--- src/rtl/lmcs_pkg.sv ---
package lmcs_pkg;
  typedef enum logic [1:0] {
    PH_IDLE = 2'd0,
    PH_ADDR = 2'd1,
    PH_DATA = 2'd2
  } phase_t;

  localparam int CFG_W = 16;
  // fixed readback pattern for the reserved positions
  localparam logic [CFG_W-1:0] RSV_ONES = 16'h0F38;
  // positions that hold writable fields
  localparam logic [CFG_W-1:0] FIELD_MASK = 16'h70C7;
endpackage

--- src/rtl/lmcs_cfg_reg.sv ---
module lmcs_cfg_reg
  import lmcs_pkg::*;
#(
  parameter int UB_W = 3,
  parameter int WS_W = 2
) (
  input  logic             clk,
  input  logic             rst_n,
  input  logic             strap_n,
  input  logic             wr_en,
  input  logic [CFG_W-1:0] wdata,
  output logic [CFG_W-1:0] rdata,
  output logic [UB_W-1:0]  ub,
  output logic             addr_dis,
  output logic             ready_ign,
  output logic [WS_W-1:0]  wait_cnt,
  output logic             armed,
  output logic             keep_addr
);
  localparam int UB_LSB = 12;
  localparam int DA_BIT = 7;
  localparam int PS_BIT = 6;
  localparam int RM_BIT = 2;

  logic [UB_W-1:0] ub_q;
  logic            da_q, ps_q, rm_q, arm_q, keep_q;
  logic [WS_W-1:0] ws_q;

  always_ff @(posedge clk) begin
    if (!rst_n) begin
      ub_q   <= '0;
      da_q   <= 1'b0;
      ps_q   <= 1'b0;
      rm_q   <= 1'b0;
      ws_q   <= '0;
      arm_q  <= 1'b0;
      keep_q <= ~strap_n;
    end else if (wr_en) begin
      ub_q  <= wdata[UB_LSB +: UB_W];
      da_q  <= wdata[DA_BIT];
      ps_q  <= wdata[PS_BIT];
      rm_q  <= wdata[RM_BIT];
      ws_q  <= wdata[0 +: WS_W];
      arm_q <= 1'b1;
    end
  end

  always_comb begin
    rdata = RSV_ONES;
    rdata[UB_LSB +: UB_W] = ub_q;
    rdata[DA_BIT] = da_q;
    rdata[PS_BIT] = ps_q;
    rdata[RM_BIT] = rm_q;
    rdata[0 +: WS_W] = ws_q;
  end

  assign ub        = ub_q;
  assign addr_dis  = da_q;
  assign ready_ign = rm_q;
  assign wait_cnt  = ws_q;
  assign armed     = arm_q;
  assign keep_addr = keep_q;

  AST_CFG_READBACK: assert property (@(posedge clk) disable iff (!rst_n)
    wr_en |=> (rdata[0 +: WS_W] == $past(wdata[0 +: WS_W]) &&
               rdata[UB_LSB +: UB_W] == $past(wdata[UB_LSB +: UB_W])));
endmodule

--- src/rtl/lmcs_decode.sv ---
module lmcs_decode #(
  parameter int ADDR_W    = 20,
  parameter int BLK_SHIFT = 16,
  parameter int UB_W      = 3
) (
  input  logic [ADDR_W-1:0] addr,
  input  logic [UB_W-1:0]   ub,
  input  logic              armed,
  output logic              hit
);
  localparam int TOP_LSB = BLK_SHIFT + UB_W;

  logic [UB_W-1:0] therm;
  logic            upper_zero;

  // thermometer mask: bit i survives only if all lower code bits are set
  for (genvar i = 0; i < UB_W; i++) begin : g_therm
    assign therm[i] = &ub[i:0];
  end

  if (TOP_LSB < ADDR_W) begin : g_upper
    assign upper_zero = (addr[ADDR_W-1:TOP_LSB] == '0);
  end else begin : g_noupper
    assign upper_zero = 1'b1;
  end

  assign hit = armed && upper_zero &&
               ((addr[BLK_SHIFT +: UB_W] & ~therm) == '0);
endmodule

--- src/rtl/lmcs_seq.sv ---
module lmcs_seq
  import lmcs_pkg::*;
#(
  parameter int WS_W = 2
) (
  input  logic            clk,
  input  logic            rst_n,
  input  logic            req_valid,
  input  logic            hit_in,
  input  logic [WS_W-1:0] wait_cnt,
  input  logic            ready_ign,
  input  logic            ext_ready,
  output logic            req_ready,
  output phase_t          phase,
  output logic            hit_q,
  output logic            done,
  output logic            cs_n
);
  phase_t          ph_q;
  logic            hq;
  logic [WS_W-1:0] wcnt;
  logic            waits_met;

  assign waits_met = (wcnt >= wait_cnt);
  assign done = (ph_q == PH_DATA) &&
                (!hq || (waits_met && (ready_ign || ext_ready)));

  always_ff @(posedge clk) begin
    if (!rst_n) begin
      ph_q <= PH_IDLE;
      hq   <= 1'b0;
      wcnt <= '0;
    end else begin
      case (ph_q)
        PH_IDLE: if (req_valid) begin
          ph_q <= PH_ADDR;
          hq   <= hit_in;
        end
        PH_ADDR: begin
          ph_q <= PH_DATA;
          wcnt <= '0;
        end
        PH_DATA: begin
          if (done) begin
            ph_q <= PH_IDLE;
            hq   <= 1'b0;
          end else if (!waits_met) begin
            wcnt <= wcnt + 1'b1;
          end
        end
        default: ph_q <= PH_IDLE;
      endcase
    end
  end

  assign req_ready = (ph_q == PH_IDLE);
  assign phase     = ph_q;
  assign hit_q     = hq;
  assign cs_n      = !((ph_q != PH_IDLE) && hq);

  AST_CS_HOLD: assert property (@(posedge clk) disable iff (!rst_n)
    (!cs_n && !done) |=> !cs_n);
  AST_READY_GATE: assert property (@(posedge clk) disable iff (!rst_n)
    (ph_q == PH_DATA && hq && !ready_ign && !ext_ready) |-> !done);
  AST_ADDR_TO_DATA: assert property (@(posedge clk) disable iff (!rst_n)
    (ph_q == PH_ADDR) |=> (ph_q == PH_DATA && !req_ready));
endmodule

--- src/rtl/lowmem_csel.sv ---
module lowmem_csel
  import lmcs_pkg::*;
#(
  parameter int ADDR_W    = 20,
  parameter int BLK_SHIFT = 16,
  parameter int UB_W      = 3,
  parameter int WS_W      = 2
) (
  input  logic              clk,
  input  logic              rst_n,
  input  logic              strap_addr_keep_n,
  input  logic              cfg_wr_en,
  input  logic [15:0]       cfg_wdata,
  output logic [15:0]       cfg_rdata,
  input  logic              req_valid,
  input  logic [ADDR_W-1:0] req_addr,
  output logic              req_ready,
  input  logic              ext_ready,
  output logic              cyc_done,
  output logic              cs_n,
  output logic              addr_oe
);
  logic [UB_W-1:0] ub;
  logic [WS_W-1:0] wait_cnt;
  logic            addr_dis, ready_ign, armed, keep_addr, hit, hit_q;
  phase_t          phase;

  lmcs_cfg_reg #(.UB_W(UB_W), .WS_W(WS_W)) u_cfg (
    .clk(clk), .rst_n(rst_n), .strap_n(strap_addr_keep_n),
    .wr_en(cfg_wr_en), .wdata(cfg_wdata), .rdata(cfg_rdata),
    .ub(ub), .addr_dis(addr_dis), .ready_ign(ready_ign),
    .wait_cnt(wait_cnt), .armed(armed), .keep_addr(keep_addr)
  );

  lmcs_decode #(.ADDR_W(ADDR_W), .BLK_SHIFT(BLK_SHIFT), .UB_W(UB_W)) u_dec (
    .addr(req_addr), .ub(ub), .armed(armed), .hit(hit)
  );

  lmcs_seq #(.WS_W(WS_W)) u_seq (
    .clk(clk), .rst_n(rst_n), .req_valid(req_valid), .hit_in(hit),
    .wait_cnt(wait_cnt), .ready_ign(ready_ign), .ext_ready(ext_ready),
    .req_ready(req_ready), .phase(phase), .hit_q(hit_q),
    .done(cyc_done), .cs_n(cs_n)
  );

  assign addr_oe = (phase == PH_ADDR) && !(hit_q && addr_dis && !keep_addr);

  AST_UNARMED_CS: assert property (@(posedge clk) disable iff (!rst_n)
    !armed |-> cs_n);
  AST_STRAP_OE: assert property (@(posedge clk) disable iff (!rst_n)
    (keep_addr && req_ready) |=> (cs_n || addr_oe));
endmodule

--- config.mk ---
export PLATFORM = sky130hd
export DESIGN_NAME = lowmem_csel
export DESIGN_NICKNAME = d
export VERILOG_FILES = /design/src/rtl/lmcs_pkg.sv /design/src/rtl/lmcs_cfg_reg.sv /design/src/rtl/lmcs_decode.sv /design/src/rtl/lmcs_seq.sv /design/src/rtl/lowmem_csel.sv
export SDC_FILE = /design/constraint.sdc
export NUM_CORES = 1
export LEC_CHECK = 0
export ABC_AREA = 1
export BUFFER_PORTS_ARGS = -buffer_cell sky130_fd_sc_hd__buf_2
export CAP_MARGIN = 20
export CORE_ASPECT_RATIO = 1.5
export CORE_UTILIZATION = 43
export DETAILED_ROUTE_END_ITERATION = 8
export HOLD_SLACK_MARGIN = 0.08
export PLACE_DENSITY = 0.84
export SYNTH_ARGS = -nofsm -noshare
export SYNTH_HDL_FRONTEND = slang
export SYNTH_SLANG_ARGS = --single-unit
--- constraint.sdc ---
create_clock -name clk -period 2.11 [get_ports clk]
set_input_delay 0.5275 -clock clk [delete_from_list [all_inputs] [get_ports clk]]
set_output_delay 0.5275 -clock clk [all_outputs]
set_load 0.05 [all_outputs]
# After elaboration in Yosys (flattened, before gate mapping)
# Cells that the tools add are included.
[totals]
wordCells = 55
regBits = 15
inputBits = 42
[classes]
n_reduce_logical = 24
n_addsub = 1
order_cmp = 1
n_mux = 9
n_bitwise = 4
n_eq_ne = 6
[ops]
columns = ["operator", "n"]
rows = [
  ["$reduce_and 3->1", 3],
  ["$logic_and 1x1->1", 8],
  ["$mux 2", 4],
  ["$ne 2x2->1 const B", 4],
  ["$pmux 2 s3", 1],
  ["$reduce_bool 2->1", 3],
  ["$logic_not 1->1", 4],
  ["$pmux 2 s2", 1],
  ["$reduce_and 2->1", 2],
  ["$and 3x3->3", 1],
  ["$logic_not 3->1", 1],
  ["$not 3->3", 1],
  ["$add 2x1->2 const B", 1],
  ["$eq 2x1->1 const B", 1],
  ["$eq 2x2->1 const B", 1],
  ["$ge 2x2->1", 1],
  ["$logic_not 2->1", 1],
  ["$logic_or 1x1->1", 2],
  ["$mux 1", 2],
  ["$not 1->1", 2],
  ["$pmux 1 s2", 1],
]

# Depth between registers and ports, before layout
# Gate-level depths: netlist of run 1.
[logic_depth]
ltp_word = 7
mapped_depth = 12

# Cells and area by module
# Synthesis of run 1 repeated with hierarchy kept, for this count alone.
[unflattened]
cells_unflattened = 146
hier_area_um2 = 1003.5
[modules_own_cells]
columns = ["mod", "n_inst", "area_each_um2", "cells_each"]
rows = [
  ["lmcs_cfg_reg", 1, 540.5, 75],
  ["lmcs_seq", 1, 395.4, 54],
  ["lmcs_decode", 1, 48.8, 12],
  ["lowmem_csel", 1, 18.8, 5],
]

# Worst setup path after synthesis of run 1
# Ideal clock, no wire load.
[synth_timing]
kind = "register to output"
from = "register u_cfg.ws_q[1], in the netlist u_cfg.wait_cnt[1]"
to = "output cyc_done"
path_slack_ns = -0.100
required_time_ns = 1.582
stages_incl_launch_ff = 9
t_arrival_ns = 1.683
cell_sequence = "dfxtp_1 -> inv_1 -> ha_1 -> nand2_1 -> nand3_2 -> nand2_2 -> nand2_2 -> nand2_2 -> inv_1"
[synth_via]
elab_chain_len = 4
[synth_lines]
columns = ["element", "line", "source"]
rows = [
  ["from (decl)", "lmcs_cfg_reg.sv:27", "logic [WS_W-1:0] ws_q;"],
  ["from (signal assigned)", "lmcs_cfg_reg.sv:43", "ws_q <= wdata[0 +: WS_W];"],
  ["$ge 2x2->1", "lmcs_seq.sv:24", "assign waits_met = (wcnt >= wait_cnt);"],
  ["$logic_and 1x1->1", "lmcs_seq.sv:26", "(!hq || (waits_met && (ready_ign || ext_ready)));"],
  ["$logic_or 1x1->1", "lmcs_seq.sv:26", ""],
  ["$logic_and 1x1->1", "lmcs_seq.sv:25", "assign done = (ph_q == PH_DATA) &&"],
  ["to (decl)", "lowmem_csel.sv:19", "output logic cyc_done,"],
]
# No other way between the ends.

# Worst setup path after layout of run 1
[layout_timing]
from = "register u_seq.wcnt[0]"
to = "output cyc_done"
[layout_via]
elab_chain_len = 4
[layout_lines]
columns = ["element", "line", "source"]
rows = [
  ["from (decl)", "lmcs_seq.sv:21", "logic [WS_W-1:0] wcnt;"],
  ["from (signal assigned)", "lmcs_seq.sv:48", "wcnt <= wcnt + 1'b1;"],
  ["$ge 2x2->1", "lmcs_seq.sv:24", ""],
  ["$logic_and 1x1->1", "lmcs_seq.sv:26", ""],
  ["$logic_or 1x1->1", "lmcs_seq.sv:26", ""],
  ["$logic_and 1x1->1", "lmcs_seq.sv:25", ""],
]
# No other way between the ends.

==> impl_metrics.json, run 1 <==
{
  "outcome": "finished clean",
  "clkPwrFrac_pct": 21.8,
  "r2r_end": "u_seq.hit_q",
  "yosysSeqAreaShare_pct": 36.1,
  "post-dp-hpwl_um": 1320,
  "hp-class": "in2reg",
  "dpl_cell_area_sq_um": 967,
  "finalSetupViolCount": 0,
  "syn_area_per_cell_sq_um": 7.28,
  "dp.cells": 162,
  "ff2ff_setup_slack_ns": 0.66,
  "h-tree-depth": 1,
  "min_period_ns": 2.01,
  "min_period_over_period_pct": 95.3,
  "ys_seq_elements": 15,
  "routed_wl_um": 1620,
  "r2r_start": "u_seq.wcnt[0]",
  "synth_cell_types": 20,
  "place.gp.congestion": 0.737,
  "critical_path_class": "reg2out",
  "p_sw_share_pct": 36.2,
  "clock-root-buffer": "clkbuf_4",
  "drive_gt1_share_pct": 33.6,
  "synth_top_area_cell": "dfxtp_1",
  "n_antenna_cell": 0,
  "grt_setup_unrepaired": "no",
  "portBuffers": 29,
  "track_usage_pct": 17.3,
  "crit_fanout": 3,
  "cp-start-kind": "register",
  "setup_tns_ns": 0,
  "layout.cells.non_filler": 170,
  "core_sq_um": 1850,
  "clock_path_buffers": 2,
  "layout_commonest_cell": "buf_2",
  "cts_buffers": 3,
  "rows": 19,
  "netlist.area_leader.share_pct": 32.6,
  "fp.dieW_um": 38.5,
  "cts_sinks": 15,
  "critPathCaptureType": "primary output",
  "num_vias": 787,
  "grt_first_pass_wirelength_um": 2700,
  "critical_path_arrival_ns": 1.48,
  "initial_core_util_pct": 46.4,
  "powerDensity_nw_per_um2": 683,
  "nFillCells": 178,
  "grt_max_degree": 12,
  "final_nets": 197,
  "sequentialPowerShare_pct": 45.2,
  "reg2reg_depth": 11,
  "vias_per_cell": 4.63,
  "mostFrequentLayoutCells": "buf_2 (28), nor2_1 (19), nand2_1 (17)",
  "area_delta_synth_final_pct": 21.5,
  "skew_ns": 0.00494,
  "clk_pin_slew_ns": 0.08,
  "dr.pass1.iters": 4,
  "gr-total-overflow": 0,
  "required_ns": 1.58,
  "grt_pass1_vias": 678,
  "die-area_sq_um": 2190,
  "synth.area.top_cells": "dfxtp_1 (33%), buf_4 (9.6%), nor2_1 (8.3%)",
  "pwr-share-comb_pct": 33.1,
  "ant_nets": 0,
  "pin_count": 62,
  "synth_warnings": 0,
  "die_h_um": 56.8,
  "hold_start": "cfg_wdata[6]",
  "seq_area_sq_um": 314,
  "synth_cells": 118,
  "wl_per_cell_um": 9.52,
  "internal_power_uw": 455,
  "synth_area_sq_um": 860,
  "cts_tree": "built",
  "fin_util_pct": 56.3,
  "drc": 0,
  "fin_area_sq_um": 1040,
  "drt_iter0_drc": 16,
  "cts_hold_buf": 0,
  "antenna_found_initial": 0,
  "min_to": "u_cfg.ps_q",
  "p_leak_uw": 0.000540,
  "drv_slew": 0,
  "power_switching_uw": 258,
  "clk_latency_ns": 0.28,
  "hold_viol": 0,
  "maxCapViolations": 0,
  "max_freq_mhz": 497,
  "multi_input_area_sq_um": 433,
  "vdd_drop_max_mv": 0.465,
  "worstHoldPathCells": 3
}
==> layout make-up <==
| type | count | area share (%) |
|---|---|---|
| Clock buffer | 4 | 2.51 |
| Inverter | 17 | 6.11 |
| Tap cell | 21 | 2.51 |
| Timing Repair Buffer | 33 | 17.4 |
| Sequential cell | 15 | 30.1 |
| Multi-Input combinational cell | 80 | 41.4 |
==> worst max-delay path: stages, from the launching register on <==
cell     delay, ns
dfxtp_2       0.34
inv_2         0.05
ha_1          0.26
nand2_1       0.08
nand3_2       0.09
nand2_2       0.08
nand2_2       0.05
nand2_2       0.07
inv_1         0.05
buf_6         0.14
==> flip-flops by register name, summed over array words and instances (netlist names), 2 cells and up <==
name,count
u_cfg.ub,3
u_seq.wcnt,2
u_seq.phase,2
u_cfg.wait_cnt,2
==> kinds of logic after synthesis <==
kind of cell    after synthesis  share of synthesized area, %
fa+ha+maj                     5                          7.28
buf+inv                      29                          17.6
xor+xnor                      1                          1.02
simple gates                 49                          25.3
flops                        15                          36.1
other cells                   2                         0.874
compound gates               17                          11.8
==> stage by stage <==
stage | total power [uW] | worst slack [ns] | hold slack [ns]
2_1_floorplan | 517 | 0.0548 | 0.434
6_report | 713 | 0.0986 | 0.469
5_1_grt | 753 | 0.0158 | 0.475
4_1_cts | 713 | 0.00401 | 0.462
3_5_place_dp | 549 | 0.208 | 0.482
3_3_place_gp | 542 | 0.256 | 0.454
==> power by group through the flow <==
stage | registers, uW | clock network [uW] | logic [uW]
2_1_floorplan | 348 | 0 | 169
3_3_place_gp | 326 | 0 | 216
3_5_place_dp | 327 | 0 | 222
4_1_cts | 322 | 161 | 231
5_1_grt | 324 | 173 | 256
6_report | 322 | 155 | 236
==> per-layer routing <==
| metal | up-vias | part of all wire [%] | global-route usage [%] |
|---|---|---|---|
| li1 | 410 | - | - |
| met1 | 340 | 40 | 19.7 |
| met2 | 33 | 52 | 28.8 |
| met3 | 4 | 5.2 | 1.19 |
| met4 | 0 | 3.2 | 11.8 |
| met5 | - | 0 | 0 |
==> synthesized netlist by cell type, drive strengths merged <==
| library cell | count |
|---|---|
| a21boi | 1 |
| a21oi | 6 |
| buf | 11 |
| clkbuf | 1 |
| clkinv | 1 |
| conb | 2 |
| dfxtp | 14 |
| edfxtp | 1 |
| ha | 5 |
| inv | 16 |
| nand2 | 21 |
| nand3 | 7 |
| nor2 | 19 |
| o21a | 1 |
| o21ai | 9 |
| or2 | 2 |
| xnor2 | 1 |
==> worst max path at each step <==
| stage | from | to | slack, ns | cells past startpoint |
|---|---|---|---|---|
| floorplan | u_cfg.wait_cnt[0] | cyc_done | 0.05 | 7 |
| global placement | u_seq.wcnt[0] | cyc_done | 0.26 | 9 |
| detailed placement | u_seq.wcnt[0] | cyc_done | 0.21 | 9 |
| CTS | u_cfg.wait_cnt[1] | cyc_done | 0.004 | 9 |
| global route | u_seq.wcnt[0] | cyc_done | 0.02 | 9 |
| finish | u_seq.wcnt[0] | cyc_done | 0.1 | 9 |
==> timing repair <==
item,CTS,global route
resized for setup,3,4
setup buffers,2,2
setup endpoints to repair,1,1
pin swaps,3,5
Power figures use the tool's default switching activity.
==> run 2: changes to the inputs <==
--- a/config.mk
+++ b/config.mk
@@ -9,10 +9,11 @@
 export BUFFER_PORTS_ARGS = -buffer_cell sky130_fd_sc_hd__buf_2
 export CAP_MARGIN = 20
 export CORE_ASPECT_RATIO = 1.5
-export CORE_UTILIZATION = 43
+export CORE_UTILIZATION = 40
 export DETAILED_ROUTE_END_ITERATION = 8
+export GPL_TIMING_DRIVEN = 0
 export HOLD_SLACK_MARGIN = 0.08
-export PLACE_DENSITY = 0.84
+export PLACE_DENSITY = 0.79
 export SYNTH_ARGS = -nofsm -noshare
 export SYNTH_HDL_FRONTEND = slang
 export SYNTH_SLANG_ARGS = --single-unit
==> run 2 against run 1 <==
  * Setup slack lost 0.013 ns
  * Register-to-register slack is essentially flat
  * Sequential share of layout area shrank 2.4 points
  * Sequential power is essentially flat
  * Clock skew shrank 0.0031 ns
  * Largest cell class unchanged
  * Largest power group unchanged
==> impl_metrics.json, run 2 (synthesis results as in run 1) <==
{
  "hold_start": "u_cfg.armed",
  "num_vias": 800,
  "cts_tree": "built",
  "core_sq_um": 2030,
  "place.gp.congestion": 0.706,
  "dr.pass1.iters": 4,
  "critical_path_class": "reg2out",
  "grt_setup_unrepaired": "no",
  "post-dp-hpwl_um": 1360,
  "p_leak_uw": 0.000594,
  "drt_iter0_drc": 6,
  "n_antenna_cell": 0,
  "setup_tns_ns": 0,
  "fin_area_sq_um": 1130,
  "worstHoldPathCells": 2,
  "fp.dieW_um": 39.9,
  "hold_viol": 0,
  "pin_count": 62,
  "required_ns": 1.58,
  "maxCapViolations": 0,
  "r2r_end": "u_seq.wcnt[0]",
  "drive_gt1_share_pct": 37.9,
  "ant_nets": 0,
  "ff2ff_setup_slack_ns": 0.65,
  "min_to": "u_cfg.armed",
  "vias_per_cell": 4.37,
  "layout_commonest_cell": "buf_2",
  "dpl_cell_area_sq_um": 1060,
  "cts_buffers": 3,
  "track_usage_pct": 17.0,
  "hp-class": "reg2reg",
  "grt_first_pass_wirelength_um": 2790,
  "die_h_um": 58.8,
  "routed_wl_um": 1650,
  "cts_sinks": 15,
  "outcome": "finished clean",
  "critical_path_arrival_ns": 1.50,
  "min_period_ns": 2.02,
  "clk_latency_ns": 0.28,
  "initial_core_util_pct": 42.4,
  "critPathCaptureType": "primary output",
  "final_nets": 209,
  "clock_path_buffers": 2,
  "clock-root-buffer": "clkbuf_4",
  "holdWs_ns": 0.475,
  "antenna_found_initial": 0,
  "drv_slew": 0,
  "cts_hold_buf": 0,
  "min_period_over_period_pct": 95.9,
  "area_delta_synth_final_pct": 31.9,
  "max_freq_mhz": 494,
  "mostFrequentLayoutCells": "buf_2 (28), nor2_1 (19), nand2_1 (17)",
  "gr-total-overflow": 0,
  "rows": 20,
  "powerDensity_nw_per_um2": 648,
  "skew_ns": 0.00179,
  "h-tree-depth": 1,
  "grt_max_degree": 11,
  "vdd_drop_max_mv": 0.464,
  "largest_reg_flops": 3,
  "clk_pin_slew_ns": 0.08,
  "crit_fanout": 3,
  "die-area_sq_um": 2340,
  "portBuffers": 29,
  "finalSetupViolCount": 0,
  "grt_pass1_vias": 770,
  "cp-start-kind": "register",
  "wl_per_cell_um": 9.00,
  "drc": 0,
  "r2r_start": "u_seq.wcnt[0]",
  "reg2reg_depth": 11
}
## run 2: how the worst max path moves through the flow
stage,from,end,slack [ns],cells past startpoint
5_1_grt,u_seq.wcnt[0],cyc_done,0.0005,9
6_report,u_seq.wcnt[0],cyc_done,0.09,9
4_1_cts,u_cfg.wait_cnt[1],cyc_done,0.01,9
3_3_place_gp,u_seq.wcnt[0],cyc_done,0.25,9
2_1_floorplan,u_cfg.wait_cnt[0],cyc_done,0.05,7
3_5_place_dp,u_seq.wcnt[0],cyc_done,0.21,9
## run 2: repair_timing
action,4_1_cts,5_1_grt
pin swaps,2,2
resized for setup,3,3
setup buffers,2,2
endpoints found under the setup margin,1,1
## run 2: final cells by class
class	count	area, sq um
fill	206	893
tap	22	27.5
sequential	15	314
clock buffer	4	26.3
buffer	12	87.6
timing repair buffer	33	181
multi-input combinational	80	433
inverter	17	63.8
## run 2: routing by layer
metal  wire length [um]  part of all wire [%]  up-vias  track usage (%)
li1                   -                     -      428                -
met1                668                    41      336             17.6
met2                832                    51       32             30.2
met3                105                   6.4        4             1.13
met4                 40                   2.4        0             11.8
met5                  0                     0        -                0
## run 2: metrics by stage
| step | std cells | total power (uW) | util [%] | setup WS (ns) |
|---|---|---|---|---|
| finish | 183 | 734 | 55.9 | 0.0857 |
| global route | 183 | 777 | 55.9 | 0.000484 |
| CTS | 181 | 734 | 54.5 | 0.0126 |
| detailed placement | 175 | 567 | 52.1 | 0.210 |
| global placement | 175 | 560 | 52.1 | 0.252 |
| floorplan | 124 | 517 | - | 0.0548 |
## run 2: power by group
group | total (uW) | internal, uW | switching (uW)
Combinational | 255 | 89.3 | 165
Clock | 159 | 73.3 | 85.5
Sequential | 321 | 308 | 13.2
Total | 734 | 470 | 264
## run 2: worst max-delay path: stages, from the launching register on
cell     delay (ns)
dfxtp_2        0.33
inv_1          0.06
ha_1           0.28
nand2_1        0.07
nand3_2        0.07
nand2_2        0.09
nand2_2        0.05
nand2_2        0.07
inv_1          0.05
buf_6          0.14
